<file path="src/rtl/lx_pkg.sv">
// Shared parameters and types for the unpacking load extender.
package lx_pkg;
    localparam int BEAT_BYTES = 8;
    localparam int BYTE_W     = 8;
    localparam int LANE_W     = 16;
    localparam int MAX_ELEMS  = 4;
    localparam int OFF_W      = $clog2(BEAT_BYTES);

    typedef enum logic {
        FORM_PAIR = 1'b0,
        FORM_QUAD = 1'b1
    } form_e;
endpackage

</file>
<file path="src/rtl/lx_byte_shifter.sv">
// Byte-lane shifter: presents OUT_BYTES consecutive bytes of the beat,
// starting at byte index off, as a small window.
// Assumes: any window byte past the end of the beat reads as zero.
module lx_byte_shifter #(
    parameter int BEAT_BYTES = 8,
    parameter int BYTE_W     = 8,
    parameter int OUT_BYTES  = 4,
    parameter int OFF_W      = 3
) (
    input  logic [BEAT_BYTES*BYTE_W-1:0] beat,
    input  logic [OFF_W-1:0]             off,
    output logic [OUT_BYTES*BYTE_W-1:0]  window
);
    // Pick each window byte from its position in the beat.
    always_comb begin
        window = '0;
        for (int j = 0; j < OUT_BYTES; j++) begin
            for (int k = 0; k < BEAT_BYTES; k++) begin
                if (int'(off) + j == k)
                    window[j*BYTE_W +: BYTE_W] = beat[k*BYTE_W +: BYTE_W];
            end
        end
    end
endmodule

</file>
<file path="src/rtl/lx_lane_extender.sv">
// Lane extender: widens each window byte into its own halfword lane.
// A disabled lane is driven to zero.
// Assumes: lane_en is a contiguous mask starting at lane 0.
module lx_lane_extender #(
    parameter int N_LANES = 4,
    parameter int BYTE_W  = 8,
    parameter int LANE_W  = 16
) (
    input  logic [N_LANES*BYTE_W-1:0] bytes_in,
    input  logic                      sign_ext,
    input  logic [N_LANES-1:0]        lane_en,
    output logic [N_LANES*LANE_W-1:0] lanes
);
    localparam int EXT_W = LANE_W - BYTE_W;

    for (genvar i = 0; i < N_LANES; i++) begin : g_lane
        logic [BYTE_W-1:0] b;
        logic              fill;
        assign b    = bytes_in[i*BYTE_W +: BYTE_W];
        assign fill = sign_ext & b[BYTE_W-1];
        // Form one lane: fill bits on top of the byte, or zero when disabled.
        always_comb begin
            lanes[i*LANE_W +: LANE_W] = lane_en[i] ? {{EXT_W{fill}}, b} : '0;
        end
    end
endmodule

</file>
<file path="src/rtl/lx_align_check.sv">
// Alignment checker: flags an offset that is not a multiple of the access
// size. The access size is MAX_ELEMS bytes in quad form and half of that
// in pair form.
// Assumes: MAX_ELEMS is a power of two.
module lx_align_check #(
    parameter int OFF_W     = 3,
    parameter int MAX_ELEMS = 4
) (
    input  logic [OFF_W-1:0] off,
    input  logic             quad,
    output logic             bad
);
    localparam logic [OFF_W-1:0] QUAD_MASK = OFF_W'(MAX_ELEMS - 1);
    localparam logic [OFF_W-1:0] PAIR_MASK = OFF_W'(MAX_ELEMS / 2 - 1);

    // Any offset bit below the access size marks the access misaligned.
    always_comb begin
        bad = |(off & (quad ? QUAD_MASK : PAIR_MASK));
    end
endmodule

</file>
<file path="src/rtl/lx_unpack.sv">
// Unpacking load extender top. It shifts the addressed bytes out of the
// beat, widens each into a halfword lane and registers the result.
// Misaligned accesses yield a zero result with misalign set.
// Assumes: raw_beat, quad_sel, sign_ext and byte_off are valid each cycle.
module lx_unpack
    import lx_pkg::*;
(
    input  logic                        clk,
    input  logic                        rst_n,
    input  logic [BEAT_BYTES*BYTE_W-1:0] raw_beat,
    input  logic                        quad_sel,
    input  logic                        sign_ext,
    input  logic [OFF_W-1:0]            byte_off,
    output logic [MAX_ELEMS*LANE_W-1:0] unpacked,
    output logic                        misalign
);
    localparam int PAIR_ELEMS = MAX_ELEMS / 2;
    localparam int OUT_W      = MAX_ELEMS * LANE_W;

    form_e                       form;
    logic [MAX_ELEMS*BYTE_W-1:0] window;
    logic [MAX_ELEMS-1:0]        lane_en;
    logic [OUT_W-1:0]            lanes;
    logic                        bad;

    assign form = form_e'(quad_sel);

    // Enable the low lanes that this form uses.
    always_comb begin
        for (int i = 0; i < MAX_ELEMS; i++)
            lane_en[i] = (form == FORM_QUAD) ? 1'b1 : (i < PAIR_ELEMS);
    end

    lx_byte_shifter #(
        .BEAT_BYTES(BEAT_BYTES), .BYTE_W(BYTE_W),
        .OUT_BYTES(MAX_ELEMS),   .OFF_W(OFF_W)
    ) u_shift (
        .beat(raw_beat), .off(byte_off), .window(window)
    );

    lx_lane_extender #(
        .N_LANES(MAX_ELEMS), .BYTE_W(BYTE_W), .LANE_W(LANE_W)
    ) u_ext (
        .bytes_in(window), .sign_ext(sign_ext), .lane_en(lane_en), .lanes(lanes)
    );

    lx_align_check #(
        .OFF_W(OFF_W), .MAX_ELEMS(MAX_ELEMS)
    ) u_align (
        .off(byte_off), .quad(quad_sel), .bad(bad)
    );

    // Output register: clear on reset, zero data on a misaligned access.
    always_ff @(posedge clk) begin
        if (!rst_n) begin
            unpacked <= '0;
            misalign <= 1'b0;
        end else begin
            unpacked <= bad ? '0 : lanes;
            misalign <= bad;
        end
    end

    // pair form leaves the upper half clear
    a_r6_pair_upper_clear: assert property (@(posedge clk) disable iff (!rst_n)
        ($past(rst_n) && !$past(quad_sel)) |-> (unpacked[OUT_W-1:OUT_W/2] == '0));

    // misaligned offset raises the flag
    a_r9_flag_raised: assert property (@(posedge clk) disable iff (!rst_n)
        ($past(rst_n) && $past(quad_sel) && ($past(byte_off[1:0]) != 2'b00)) |-> misalign);

    // a flagged access carries a zero result
    a_r9_zero_data: assert property (@(posedge clk) disable iff (!rst_n)
        misalign |-> (unpacked == '0));

    // zero extension leaves every high byte clear
    a_r4_unsigned_high: assert property (@(posedge clk) disable iff (!rst_n)
        ($past(rst_n) && !$past(sign_ext)) |-> ((unpacked & {MAX_ELEMS{16'hFF00}}) == '0));

    for (genvar i = 0; i < MAX_ELEMS; i++) begin : g_chk
        // sign extension copies bit 7 into the high byte of each lane
        a_r5_signed_fill: assert property (@(posedge clk) disable iff (!rst_n)
            ($past(rst_n) && $past(sign_ext)) |->
            (unpacked[i*LANE_W+BYTE_W +: BYTE_W] == {BYTE_W{unpacked[i*LANE_W+BYTE_W-1]}}));
    end
endmodule

</file>
<file path="config.mk">
export PLATFORM = sky130hd
export DESIGN_NAME = lx_unpack
export DESIGN_NICKNAME = d
export VERILOG_FILES = /design/src/rtl/lx_pkg.sv /design/src/rtl/lx_byte_shifter.sv /design/src/rtl/lx_lane_extender.sv /design/src/rtl/lx_align_check.sv /design/src/rtl/lx_unpack.sv
export SDC_FILE = /design/constraint.sdc
export NUM_CORES = 1
export LEC_CHECK = 0
export BUFFER_PORTS_ARGS = -buffer_cell sky130_fd_sc_hd__buf_2
export CAP_MARGIN = 15
export CORE_ASPECT_RATIO = 0.7
export CORE_MARGIN = 10
export CORE_UTILIZATION = 45
export DETAILED_ROUTE_END_ITERATION = 10
export GPL_TIMING_DRIVEN = 1
export HOLD_SLACK_MARGIN = 0.1
export PLACE_DENSITY = 0.78
export SYNTH_ARGS = -nofsm -noshare
export SYNTH_HDL_FRONTEND = slang
export SYNTH_SLANG_ARGS = --single-unit
</file>
<file path="constraint.sdc">
create_clock -name clk -period 2.2 [get_ports clk]
set_clock_uncertainty 0.15 [all_clocks]
set_input_delay 0.33 -clock clk [delete_from_list [all_inputs] [get_ports clk]]
set_output_delay 0.33 -clock clk [all_outputs]
set_load 0.02 [all_outputs]
</file>
==> flow_summary.ini, run 1 <==
[outcome]
status = completed

[place]
dpl.hpwl_um = 11000
place_area_um2 = 4161
place_congestion = 1.056
io_buffers = 135

[cts]
cts_max_level = 2
hold_buffers = 0
clock_tree.buffer_depth = 2
post_cts_buffers = 0
path_clk_slew_ns = 0.08
numCtsBuffers = 5
clockRootBuffer = clkbuf_8
cts_resized = 0
cts_sinks = 37
cts_tree = yes

[die]
rows = 26
core-area_um2 = 7254
start_util = 0.4598
io_pins = 136
dieArea_um2 = 11310
die_h_um = 92.04
die_x_um = 122.9

[critical_path]
crit_fanout = 8
crit_family = compound AO/OA/AOI/OAI gates
worstPathArrival_ns = 2.14
slowest_stage = nor3_2
worstPathBufferInverterCount = 2
critPathMaxStageDelay_ns = 0.61
crit_type = primary input to register
start_kind = primary input
worstPathRequired_ns = 2.26
crit_path_end_kind = register
worstPathCellList = buf_2, clkinv_1, nor2_1, ha_1, nor3_2, a222oi_1, a211o_1, a21boi_1

[global_routing]
antenna_found_initial = 0
overflow = 0
grt_pass1_wl_um = 22490
grt_max_degree = 44
grt_pass1_vias = 4027
grt_use_total = 0.2502

[synth]
synth_edf_count = 0
synth.top_cell.area_share = 0.2221
synth_area_um2 = 3336
synth_area_per_cell_um2 = 8.176
ys_ff_latch = 37
yosys.area.top_type = dfxtp_1
yosysSeqAreaShare = 0.2221
synth_area_leaders = dfxtp_1 (22%), buf_4 (8.8%), a221oi_1 (5.5%)
netlist_instances = 408
ys.flop_type = dfxtp_1
syn_nets = 484
synth_cell_types = 57
synth-async-reset-ratio = 0
synth_warnings = 0

[detailed_routing]
routedWlPerCell_um = 22.60
ant_nets = 0
route.detailed.drc = 0
routed_wirelength_um = 14510
viasPerCell = 6.266
vias = 4023
drt_iter0_drc = 579
dr.pass1.iters = 7

[sta]
tightest_slew_ns = 0.7955
drv_slew = 0
rsz0062_at_grt = no
setup_viol = 0
fin_crit_sh = 0.9422
fin_setup_tns_ns = 0
hold_viol_final = 0
fin_crit_ns = 2.073
slew_headroom = 0.4668
fmax_mhz = 482.4

[cells_and_area]
ff_latch_area_um2 = 740.7
fill_cells = 670
multiInputGateArea_um2 = 2140
postLayoutCellArea_um2 = 4267
diodes = 0
area_growth_pct = 27.91
drive_gt1_frac = 0.4136
nets = 619

[power]
peakVddDrop_v = 0.0002842
p_total_w = 0.002019
powerDensity_nw_per_um2 = 473.3
p_leak_nw = 1.986

[run]
drv_cap = 0

[worst_hold_path]
hp-class = primary input to register
## state kept, by name (all words and copies together) (netlist names)
signal and count:
misalign 1, unpacked 36
## Yosys cell counts (2+ instances only)
cell type and instances:
a22o_1 2, o2bb2ai_1 7, clkbuf_1 6, o21a_1 7
buf_6 7, a211oi_1 3, a221oi_1 21, o21bai_1 2
and3_1 3, nand2b_1 6, and2b_1 3, nor3_1 16
a311oi_1 2, a2bb2oi_1 6, mux2_2 12, a22oi_1 21
a21o_1 2, nor2b_1 8, dfxtp_1 37, o31ai_1 8
mux2i_1 8, or2_2 3, and2_1 2, inv_1 5
mux4_2 7, o21ai_0 24, a21boi_0 2, nand3b_1 2
nor2_1 41, o32ai_1 6, buf_2 7, ha_1 5
nand3_1 10, buf_4 39, nor3_2 2, nand2_1 24
a21oi_1 21, nor3b_1 2
## power breakdown
part	internal (W)	switching, W	leakage, nW	total [W]
sequential	0.000692	0.00000795	0.301	0.000700
clock	0.000290	0.000276	0.0549	0.000566
combinational	0.000318	0.000435	1.63	0.000753
total	0.00130	0.000720	1.99	0.00202
## final cells by class
type	instances	area share
clock buffers	7	0.02258
clock inverters	1	0.002053
inverters	6	0.005279
multi-input cells	305	0.5015
flip-flops and latches	37	0.1736
well taps	98	0.02874
repair buffers	188	0.2663
## placed cells by master, fill, tap and decap left out, types with 2 or more instances in the layout
| master | synthesis | routed |
|---|---|---|
| or2_2 | 3 | 3 |
| a311oi_1 | 2 | 2 |
| a22o_1 | 2 | 2 |
| a221oi_1 | 21 | 21 |
| mux4_2 | 7 | 7 |
| a21o_1 | 2 | 2 |
| inv_1 | 5 | 5 |
| a211oi_1 | 3 | 3 |
| a21boi_0 | 2 | 2 |
| nor3b_1 | 2 | 2 |
| nor3_1 | 16 | 16 |
| dfxtp_1 | 37 | 37 |
| nor3_2 | 2 | 2 |
| nand2_1 | 24 | 24 |
| nor2b_1 | 8 | 8 |
| a21oi_1 | 21 | 21 |
| nand2b_1 | 6 | 6 |
| and3_1 | 3 | 3 |
| ha_1 | 5 | 5 |
| and2b_1 | 3 | 3 |
| buf_2 | 7 | 135 |
| o21a_1 | 7 | 7 |
| nand3b_1 | 2 | 2 |
| nand3_1 | 10 | 10 |
| and2_1 | 2 | 2 |
| clkbuf_8 | 0 | 7 |
| nor2_1 | 41 | 41 |
| o21bai_1 | 2 | 2 |
| o21ai_0 | 24 | 24 |
| o2bb2ai_1 | 7 | 7 |
| o32ai_1 | 6 | 6 |
| o31ai_1 | 8 | 8 |
| a2bb2oi_1 | 6 | 6 |
| mux2_2 | 12 | 12 |
| mux2i_1 | 8 | 8 |
| buf_4 | 39 | 48 |
| buf_12 | 0 | 5 |
| a22oi_1 | 21 | 21 |
## routing by layer
| metal | global-route usage | part of all wire | wire, µm | vias to the layer above |
|---|---|---|---|---|
| met4 | 0.07045 | 0.020 | 296 | 0 |
| li1 | - | - | - | 1792 |
| met1 | 0.3339 | 0.38 | 5547 | 1828 |
| met2 | 0.3692 | 0.42 | 6132 | 363 |
| met3 | 0.08757 | 0.17 | 2532 | 40 |
| met5 | 0.01786 | 0 | 0 | - |
## worst paths after layout
check              startpoint                endpoint  depth (start not counted)  slack (ns)
setup / recovery  byte_off[1]  unpacked[7]$_SDFF_PP0_                          8        0.13
hold / removal          rst_n     misalign$_SDFF_PN0_                          2        0.16
## logic make-up after synthesis
logic type,share of synthesized area
AO/OA/AOI/OAI,0.3162
adder cells (fa/ha/maj),0.01875
buffers and inverters,0.1365
flip-flops,0.2221
multiplexers,0.1118
AND/OR/NAND/NOR,0.1947
## per-stage QoR
| step | utilization | hold slack [ns] | cells | setup WS [ns] |
|---|---|---|---|---|
| after floorplan | - | 0.2961 | 408 | 0.009518 |
| after CTS | 0.5881 | 0.1419 | 642 | 0.1974 |
| after global routing | 0.5881 | 0.1439 | 642 | 0.1177 |
| after global placement | 0.5736 | 0.4465 | 634 | 0.009180 |
| final | 0.5881 | 0.1565 | 642 | 0.1272 |
| after detailed placement | 0.5736 | 0.4548 | 634 | -0.1105 |
Power figures use the tool's default switching activity.
==> inputs of run 2 (changes only) <==
Settings changed: CTS_CLUSTER_SIZE set to 14, PLACE_DENSITY 0.78 to unset, PLACE_DENSITY_LB_ADDON set to 0.05.
==> flow_summary.ini, run 2 (synthesized netlist as in run 1, its figures left out) <==
[detailed_routing]
routedWlPerCell_um = 22.14
routed_wirelength_um = 14100
ant_nets = 0
dr.pass1.iters = 7
vias = 3890
route.detailed.drc = 0
drt_iter0_drc = 459
viasPerCell = 6.107

[cts]
numCtsBuffers = 5
clockRootBuffer = clkbuf_8
cts_max_level = 2
post_cts_buffers = 0
cts_sinks = 37
clock_tree.buffer_depth = 2
cts_resized = 0
hold_buffers = 0
cts_tree = yes
path_clk_slew_ns = 0.08

[sta]
fin_crit_sh = 0.9160
slew_headroom = 0.5972
fin_crit_ns = 2.015
fin_setup_tns_ns = 0
drv_slew = 0
rsz0062_at_grt = no
tightest_slew_ns = 0.6031
hold_viol_final = 0
fmax_mhz = 496.2
setup_viol = 0

[cells_and_area]
top_register = unpacked
final_common_cell = buf_2
drive_gt1_frac = 0.4082
area_growth_pct = 25.84
nets = 614
postLayoutCellArea_um2 = 4198
largest_reg_flops = 36
diodes = 0
reg.largest.list = unpacked: 36 flops, misalign: 1 flops
final_cell_mix = buf_2 (135), buf_4 (44), nor2_1 (41)

[power]
p_leak_nw = 1.949
peakVddDrop_v = 0.0002532
powerDensity_nw_per_um2 = 457.6

[global_routing]
grt_pass1_vias = 3805
grt_pass1_wl_um = 21210
grt_use_total = 0.2364
overflow = 0
grt_max_degree = 60
antenna_found_initial = 0

[critical_path]
crit_family = compound AO/OA/AOI/OAI gates
start_kind = primary input
slowest_stage = a2111oi_2
crit_fanout = 4
worstPathArrival_ns = 2.08
worstPathRequired_ns = 2.26
worstPathCellList = buf_2, clkinv_1, ha_1, a2111oi_2, buf_4, o21a_1, a221oi_1, a21oi_1
worstPathBufferInverterCount = 3
crit_path_end_kind = register
crit_type = primary input to register
critPathMaxStageDelay_ns = 0.62

[die]
io_pins = 136
core-area_um2 = 7254
start_util = 0.4598
dieArea_um2 = 11310
rows = 26
die_h_um = 92.04
die_x_um = 122.9

[place]
dpl.hpwl_um = 10720
place_area_um2 = 4111
io_buffers = 135
place_congestion = 0.9086

[outcome]
status = completed

[worst_hold_path]
hp-class = primary input to register

[run]
drv_cap = 0
-- run 2: changes by cell type in the layout (fill, tap and decap cells not counted), sizes merged --
cell / previous run / this run
inv: 6 / 5
buf: 188 / 183
clkbuf: 7 / 5
clkinvlp: 0 / 1
clkinv: 1 / 3
-- run 2: path summary, 6_finish.rpt --
check / start / endpoint / slack (ns) / cells after the start
setup / recovery: byte_off[1] / unpacked[50]$_SDFF_PP0_ / 0.18 / 8
hold / removal: raw_beat[62] / unpacked[6]$_SDFF_PP0_ / 0.15 / 3
-- run 2: routing by layer --
layer,global-route usage,vias to the layer above,share of wire,wire length [µm]
li1,-,1783,-,-
met1,0.3132,1808,0.40,5666
met2,0.3648,268,0.45,6373
met3,0.06797,31,0.13,1769
met4,0.06556,0,0.021,294
met5,0,-,0,0
-- run 2: stage by stage --
stage	cells	total power (W)	util	setup WS (ns)	hold WS [ns]
6_report	637	0.001921	0.5786	0.1848	0.1457
3_5_place_dp	629	0.001430	0.5667	-0.02568	0.4450
4_1_cts	637	0.001910	0.5786	0.2544	0.1405
5_1_grt	637	0.002001	0.5786	0.1330	0.1528
2_1_floorplan	408	0.001144	-	0.009518	0.2961
3_3_place_gp	629	0.001427	0.5667	-0.05222	0.4368
-- run 2: report_power, final --
group / internal [W] / switching [W] / leakage [nW]
logic: 0.000312 / 0.000421 / 1.60
clock network: 0.000219 / 0.000269 / 0.0439
registers: 0.000692 / 0.00000744 / 0.301
-- run 2: layout make-up --
class	instances	area, µm²
repair buffers	183	1086
clock inverters	3	17.52
clock buffers	5	68.82
fillers	722	3057
flip-flops and latches	37	740.7
well taps	98	122.6
multi-input cells	305	2140
inverters	6	22.52
==> inputs of run 3 (changes only) <==
Settings changed: REMOVE_ABC_BUFFERS set to 1.
==> flow_summary.ini, run 3 (synthesized netlist as in run 1, its figures left out) <==
[outcome]
status = completed

[worst_hold_path]
min_from = rst_n
hp-class = primary input to register

[cells_and_area]
largest_reg_flops = 36
area_growth_pct = 28.24
top_register = unpacked
drive_gt1_frac = 0.4147
final_common_cell = buf_2
diodes = 0
final_util = 0.5897
nets = 620
fill_cells = 673
reg.largest.list = unpacked: 36 flops, misalign: 1 flops
final_cell_mix = buf_2 (135), buf_4 (51), nor2_1 (41)

[global_routing]
grt_pass1_vias = 3905
overflow = 0
grt_use_total = 0.2446
antenna_found_initial = 0
grt_max_degree = 36
grt_pass1_wl_um = 21900

[cts]
post_cts_buffers = 0
numCtsBuffers = 5
cts_tree = yes
path_clk_slew_ns = 0.08
clock_tree.buffer_depth = 2
cts_sinks = 37
cts_max_level = 2
cts_resized = 0
clockRootBuffer = clkbuf_8
hold_buffers = 0

[sta]
slew_headroom = 0.7027
fin_crit_ns = 1.879
drv_slew = 0
fin_crit_sh = 0.8541
fmax_mhz = 532.2
setup_ws_ns = 0.3210
hold_ws_ns = 0.1188
fin_setup_tns_ns = 0
hold_viol_final = 0
rsz0062_at_grt = no
tightest_slew_ns = 0.4460
setup_viol = 0

[power]
p_leak_nw = 1.996
switching_power_w = 0.0007219
p_comb_frac = 0.338
peakVddDrop_v = 0.0002462
p_seq_frac = 0.321
p_sw_frac = 0.3311
pwr-share-clk = 0.341
p_int_w = 0.001459
powerDensity_nw_per_um2 = 509.7

[critical_path]
crit_type = primary input to register
slowest_stage = and2b_1
worstPathArrival_ns = 1.96
crit_path_end_kind = register
start_kind = primary input
worstPathCellList = buf_2, ha_1, and2b_1, o21ai_0, a22o_1, a21oi_1
worstPathRequired_ns = 2.28
critPathMaxStageDelay_ns = 0.50
crit_fanout = 10
crit_path_start = byte_off[1]

[die]
die_x_um = 122.9
rows = 26
dieArea_um2 = 11310
start_util = 0.4598
io_pins = 136
die_h_um = 92.04
core-area_um2 = 7254

[detailed_routing]
routedWlPerCell_um = 22.28
viasPerCell = 6.151
routed_wirelength_um = 14330
route.detailed.drc = 0
vias = 3955
dr.pass1.iters = 5
ant_nets = 0
drt_iter0_drc = 407

[place]
place_congestion = 0.9636
io_buffers = 135
dpl.hpwl_um = 10840
dp_slack_ns = 0.02969

[run]
drv_cap = 0
-- run 3: power by group through the flow --
stage / clock, W / combinational, W / sequential [W]
finish: 0.000743 / 0.000737 / 0.000700
global route: 0.000769 / 0.000788 / 0.000702
CTS: 0.000740 / 0.000718 / 0.000700
detailed placement: 0 / 0.000715 / 0.000716
global placement: 0 / 0.000709 / 0.000716
floorplan: 0 / 0.000306 / 0.000759
-- run 3: final timing paths --
check | endpoint | cells after the start
max | unpacked[23]$_SDFF_PP0_ | 6
min | misalign$_SDFF_PN0_ | 2
-- run 3: metal layers --
| layer | GRT usage | share of wire | vias up |
|---|---|---|---|
| met4 | 0.04110 | 0.011 | 0 |
| met2 | 0.3657 | 0.44 | 320 |
| li1 | - | - | 1787 |
| met5 | 0 | 0 | - |
| met1 | 0.3360 | 0.41 | 1826 |
| met3 | 0.08267 | 0.14 | 22 |
-- run 3: worst max-delay path, delay by kind of cell --
kind | cells | cell delay (ns)
buffers and inverters | 1 | 0.14
AND/OR/NAND/NOR | 1 | 0.50
adder cells (fa/ha/maj) | 1 | 0.36
AO/OA/AOI/OAI | 3 | 0.63
-- run 3: area by class of cell --
cell class	instances	area [µm²]	share of cell area
multi-input cells	305	2140	0.5001
inverters	6	22.52	0.005265
well taps	98	122.6	0.02866
clock buffers	5	68.82	0.01609
flip-flops and latches	37	740.7	0.1732
repair buffers	189	1119	0.2615
clock inverters	3	65.06	0.01521
-- run 3: metrics by stage --
step           power (W)  std cells  cell area [µm²]
2_1_floorplan   0.001065        348             2903
3_3_place_gp    0.001424        635             4144
3_5_place_dp    0.001431        635             4144
4_1_cts         0.002159        643             4278
5_1_grt         0.002260        643             4278
6_report        0.002181        643             4278
